--- src/rtl/tick_timer.sv ---
module tick_timer #(
  parameter int CNT_W  = 63,
  parameter bit IS_SYS = 1'b0
) (
  input  logic             clk,
  input  logic             rst_n,
  input  logic             tick_en,
  input  logic             cnt_wr,
  input  logic             lim_wr,
  input  logic [CNT_W:0]   wr_data,
  output logic [CNT_W:0]   rd_data,
  output logic [1:0]       match_bits,
  output logic             wake
);

  logic [CNT_W-1:0] cnt, cmp_val, cnt_nxt;
  logic             flag, dis, armed, late, hit, hit_nxt;
  logic             wr_arm;

  assign cnt_nxt = cnt_wr ? wr_data[CNT_W-1:0]
                          : cnt + {{(CNT_W-1){1'b0}}, tick_en};

  assign wr_arm  = !wr_data[CNT_W] && (wr_data[CNT_W-1:0] != '0);

  assign hit_nxt = !lim_wr && !cnt_wr && armed && tick_en &&
                   (late || (cnt_nxt == cmp_val));

  always_ff @(posedge clk) begin
    if (!rst_n) begin
      cnt     <= '0;
      flag    <= 1'b1;
      dis     <= 1'b1;
      cmp_val <= '0;
      armed   <= 1'b0;
      late    <= 1'b0;
      hit     <= 1'b0;
    end else begin
      cnt <= cnt_nxt;
      hit <= hit_nxt;
      if (cnt_wr)
        flag <= wr_data[CNT_W];
      if (lim_wr) begin
        dis     <= wr_data[CNT_W];
        cmp_val <= wr_data[CNT_W-1:0];
        armed   <= wr_arm;
        late    <= wr_arm && (wr_data[CNT_W-1:0] <= cnt_nxt);
      end else if (hit_nxt) begin
        armed <= 1'b0;
        late  <= 1'b0;
      end
    end
  end

  assign rd_data    = {flag, cnt};
  assign match_bits = IS_SYS ? {hit, 1'b0} : {1'b0, hit};
  assign wake       = hit;

endmodule


--- config.mk ---
export PLATFORM = sky130hd
export DESIGN_NAME = tick_timer
export DESIGN_NICKNAME = d
export VERILOG_FILES = /design/src/rtl/tick_timer.sv
export SDC_FILE = /design/constraint.sdc
export NUM_CORES = 1
export LEC_CHECK = 0
export BUFFER_PORTS_ARGS = -buffer_cell sky130_fd_sc_hd__buf_2
export CAP_MARGIN = 20
export CORE_MARGIN = 2
export CORE_UTILIZATION = 53
export DETAILED_ROUTE_END_ITERATION = 8
export GPL_TIMING_DRIVEN = 1
export MAX_ROUTING_LAYER = met4
export PLACE_DENSITY_LB_ADDON = 0.08
export SYNTH_ARGS = -nofsm -noshare
export SYNTH_HDL_FRONTEND = slang
export SYNTH_SLANG_ARGS = --single-unit
--- constraint.sdc ---
create_clock -name clk -period 3.8 [get_ports clk]
set_input_delay 0 -clock clk [delete_from_list [all_inputs] [get_ports clk]]
set_output_delay 0 -clock clk [all_outputs]
set_load 0.03 [all_outputs]
After elaboration in Yosys (flattened, before gate mapping) --
Index checks and enable logic that the tools add are counted.
Operators by class: reductions and logical operators 12, add/subtract/negate cells 1, magnitude comparators 1, div/mod/pow operators 0, multiply operators 0, shifts and indexed selects 0, eq/ne operators 1, multiplexer cells 4, bitwise gates (word level) 0
Operators with widths (count):
- 63-bit by 1-bit adder with 63-bit output | 1
- 63-bit equality test | 1
- 63-bit less-or-equal comparator | 1
- 63-bit 2-to-1 mux | 1
- 63-bit nonzero test | 1
- 1-bit logical AND | 6
- 1-bit zero test | 3
- 1-bit 2-to-1 mux | 3
- 2-bit nonzero test | 1
- 1-bit logical OR | 1
Storage, ports and cells: bits of input ports 69, ROM bits 0, memories kept 0, flip-flop bits (word level) 130, memory bits (writable) 0, latch bits 0

Depth between registers and ports, before layout --
word-level depth 7, mapped depth 21

Least setup slack after synthesis --
No wires, ideal clock.
path kind register to register, start reg cnt[0], end reg late, data arrival time 4.396 ns, path slack -0.688 ns, stages on the path, launching flop included 20, period minus slack after synthesis 4.488 ns, data required time 3.708 ns, buffers on the path 1, path through dfxtp_1 -> ha_1 -> nand4_1 -> or4_4 -> buf_2 -> or4_1 -> xor2_1 -> nor2_1 -> a21oi_1 -> ha_1 -> a21o_1 -> a21o_1 -> a21o_1 -> a21oi_1 -> nor2b_1 -> o211ai_1 -> a211oi_1 -> a2111oi_0 -> a21oi_1 -> o32ai_1
On the way: word-level cells in the longest chain between the ends 6
Ends and longest elaborated chain:
- from (decl) | RTL line 16 | logic [CNT_W-1:0] cnt, cmp_val, cnt_nxt;
- from (signal assigned) | RTL line 38 | cnt <= cnt_nxt;
- 63-bit by 1-bit adder with 63-bit output (*) | RTL line 21 | : cnt + {{(CNT_W-1){1'b0}}, tick_en};
- 63-bit 2-to-1 mux (*) | RTL line 20 | assign cnt_nxt = cnt_wr ? wr_data[CNT_W-1:0]
- branches (longest 4 deep; another with 63-bit less-or-equal comparator)
- to (signal assigned) | RTL line 46 | late <= wr_arm && (wr_data[CNT_W-1:0] <= cnt_nxt);
- to (decl) | RTL line 17 | logic flag, dis, armed, late, hit, hit_nxt;
Every way passes the cells marked *. A chain may end at the register's enable or synchronous reset.

Final worst setup path --
Ends and elaborated chain as after synthesis.

==> summary.txt <==
STA
  • Final setup TNS: -780 ps
  • Worst rel slew slack: approximately a quarter
  • Minimum clock period: 4110 ps
  • Fin. Hold Viols: 0
  • Clock Skews: 15.7 ps
  • Final setup violation count: 4
  • Least-Margin Pin Slew: roughly 1100 ps
  • Period Utilization, post-route: 108%
  • Max Fclk: between 0.2 and 0.25 GHz
  • Min Hold Slack: approximately 33 ps
  • Setup WS post-layout: -310 ps
  • Final Max Tran Viols: 0
  • RSZ-0062 raised after global routing: yes

Detailed routing
  • Wire per inst: around 27 um
  • Vias: ~12000
  • DRT iter0 DRCs: 1769
  • Vias per cell: 6.65
  • Drt first pass iters: 6
  • Drc violations: 0
  • Drt total wl: just under 50000 um
  • Final ANT Viol Nets: 0

GRT
  • First-pass GRT wire length: between 70000 and 80000 um
  • Gr usage total: 50.5%
  • Grt total ovfl: 0
  • Initial antenna violation count: 2
  • Vias in the first global route: about 12000
  • Largest net degree at the start of global routing: 66

Cells and area
  • Commonest non-fill, non-tap cells in the layout: buf_4 (209), nor2_1 (193), buf_2 (132)
  • Fraction of layout cells with a size suffix above 1: slightly below 30%
  • FILL cells: 1253
  • Area Overhead vs Synth: 40.0%
  • Non-filler instance count after layout: 1843
  • Commonest non-fill, non-tap cell in the layout: buf_4
  • Nets: 1733

Logic synthesis
  • Fraction of registers with async set/reset: 0%
  • Share of the yosys chip area belonging to registers: a little over a quarter
  • Syn Nets: ~1400
  • Synth Cell Area: 9900 sq um
  • Syn. warnings: 0
  • Synth unique cells: 77
  • Synthesized area per cell: about 8.1 sq um
  • Post-synthesis instance total: 1225
  • Number of flops mapped to enable cells by yosys: 0
  • Synth area leader: dfxtp_1
  • Synth top area share: 26.3%
  • Top_reg_cell synth: dfxtp_1
  • Area contributors post-synth: dfxtp_1 (26%), mux2i_1 (8.9%), ha_1 (8.2%), nor2_1 (7.4%), xnor2_1 (7.3%)
  • #FFs+latches synth: 130

Critical path
  • CP Class: reg2reg
  • Worst r2r src: cnt[0]$_SDFF_PN0_
  • WP data required: between 4000 and 5000 ps
  • R2R depth: 20
  • R2r setup slk: -310 ps
  • Critical path arrival: 4460 ps
  • Max FO, Critical Path: 6
  • Worst r2r dst: late$_SDFFE_PN0P_
  • Crit path launch type: flip-flop
  • Critical path capture point type: flip-flop

Outcome
  • Failing checks: negative setup slack
  • Status: finished, violations left

Hold path
  • WHS Endpoint: cnt[5]$_SDFF_PN0_
  • Min-Delay Path Class: in2reg
  • Worst hold start: cnt_wr
  • Min-Delay Path Depth: 3

CTS
  • Root Buffer Master: clkbuf_16
  • H-tree levels: 4
  • Clock Latency Late Sink: roughly 440 ps
  • CTS tree: yes
  • CTS max path bufs: 2
  • CTS buffer count: 17
  • Clock transition at path regs: around 70 ps
  • Clk sink count: 130

Floorplanning
  • Starting Density: between 50% and 60%
  • Die W: 141 um
  • Core footprint: around 18000 sq um
  • Row cnt: around 50
  • Die ar.: a little under 20000 sq um
  • Die span in y: ~140 um
  • IO Pins: about 140

Placement
  • DP Cell Count: approximately 1700
  • Placed wire-length estimate: ~36000 um
  • Port Buf Inserts: approximately 130
  • RD Place Congestion: approximately 1.1

Power and ir drop
  • IR Drop Worst-Case VDD: about 0.4 mV
  • LEAKAGE: approximately 0.0061 uW
  • Pwr dens: 329 nW/um^2
  • Power, Total: approximately 4600 uW

Flow run
  • Total of max-cap violations: 0
-- sequential cells by signal, indices dropped and copies added (netlist names) --
name and flops:
armed 1, wake 1, cmp_val 63, late 1
cnt 63, flag 1
-- where the power goes --
group / internal (uW) / switching, uW / total, uW
clock network: 983 / 705 / 1690
logic: 540 / 768 / 1310
registers: 1450 / 114 / 1560
-- synthesized netlist by cell type (4+ instances only) --
cell type,instances
nor2b_1,15
dfxtp_1,130
buf_4,4
xor2_1,60
clkbuf_1,40
or2_2,6
a21oi_1,63
mux2i_1,88
inv_1,23
o221ai_1,4
a21o_1,23
nand3b_1,5
o211ai_1,10
o32ai_1,4
a31oi_1,8
nand2b_1,10
ha_1,65
nand2_1,51
o21a_1,4
and4_1,12
buf_1,15
o2111ai_1,4
a221oi_1,4
o21ai_0,30
buf_2,8
a211oi_1,7
nor4_1,43
nand4_1,61
nor3_1,28
nor2_1,196
and2_1,8
o22ai_1,4
nand3_1,24
and3_1,11
or3_1,8
or4_1,9
xnor2_1,83
-- stage by stage --
stage | area [sq um] | util [%] | worst slack, ps
after detailed placement | 12200 | 67.2 | -440
after CTS | 13800 | 75.9 | -222
after global placement | 12200 | 67.2 | -404
after global routing | 13900 | 76.4 | -478
final | 13900 | 76.4 | -310
after floorplan | 10100 | - | -25.0
-- timing repair --
item,4_1_cts,5_1_grt
hold buffers,65,0
setup endpoints to repair,3,4
gates resized for setup,26,22
setup buffers,27,0
hold endpoints to repair,88,0
pin swaps,10,6
-- final cells by class --
class | instances | area (sq um) | share of cell area (%)
flip-flops and latches | 130 | 2660 | 19.2
diodes | 2 | 5.00 | 0.0361
repair buffers | 424 | 3110 | 22.4
multi-input cells | 1002 | 7130 | 51.5
inverters | 24 | 92.6 | 0.668
well taps | 229 | 287 | 2.07
clock buffers | 19 | 443 | 3.19
clock inverters | 13 | 135 | 0.975
-- per-layer routing --
layer	track usage (%)	wire [um]	vias up	part of all wire (%)
met2	74.2	20800	1018	42
met5	-	0	-	0
met3	14.1	6360	242	13
met1	64.4	19200	5778	39
met4	23.3	2920	0	5.9
li1	-	-	5212	-
-- kinds of logic after synthesis --
family	Yosys count	share of synthesized area, %
and+or+nand+nor	505	26.5
AOI/OAI and AO/OA	199	13.5
xor gates and xnor gates	143	12.7
DFF	130	26.3
buffers and inverters	93	3.87
muxes	89	9.01
adders and majority gates	65	8.22
other	1	0.0379
-- how the worst max path moves through the flow --
stage	startpoint	endpoint	slack [ps]
after floorplan	cnt[9]$_SDFF_PN0_	late$_SDFFE_PN0P_	-30
after global placement	cnt[0]$_SDFF_PN0_	wake$_SDFF_PN0_	-400
after detailed placement	cnt[0]$_SDFF_PN0_	wake$_SDFF_PN0_	-440
after CTS	cnt[0]$_SDFF_PN0_	late$_SDFFE_PN0P_	-220
after global routing	cnt[0]$_SDFF_PN0_	late$_SDFFE_PN0P_	-480
final	cnt[0]$_SDFF_PN0_	late$_SDFFE_PN0P_	-310
-- worst max-delay path: stages (launching register included) --
cell      delay (ps)
dfxtp_4          390
ha_4             140
nand4_1          160
buf_6            200
buf_12           130
nor3_2           200
nand4_1          130
xnor2_1          340
mux2i_1          200
ha_1             350
a21o_1           210
a21o_1           210
a21o_1           180
a21oi_1          180
nor2b_1           70
o211ai_1         170
o311ai_0         150
a31oi_1          170
buf_4            150
nor3_1            50
o32ai_2          240
Note: power is estimated with default switching activity, not from simulation.
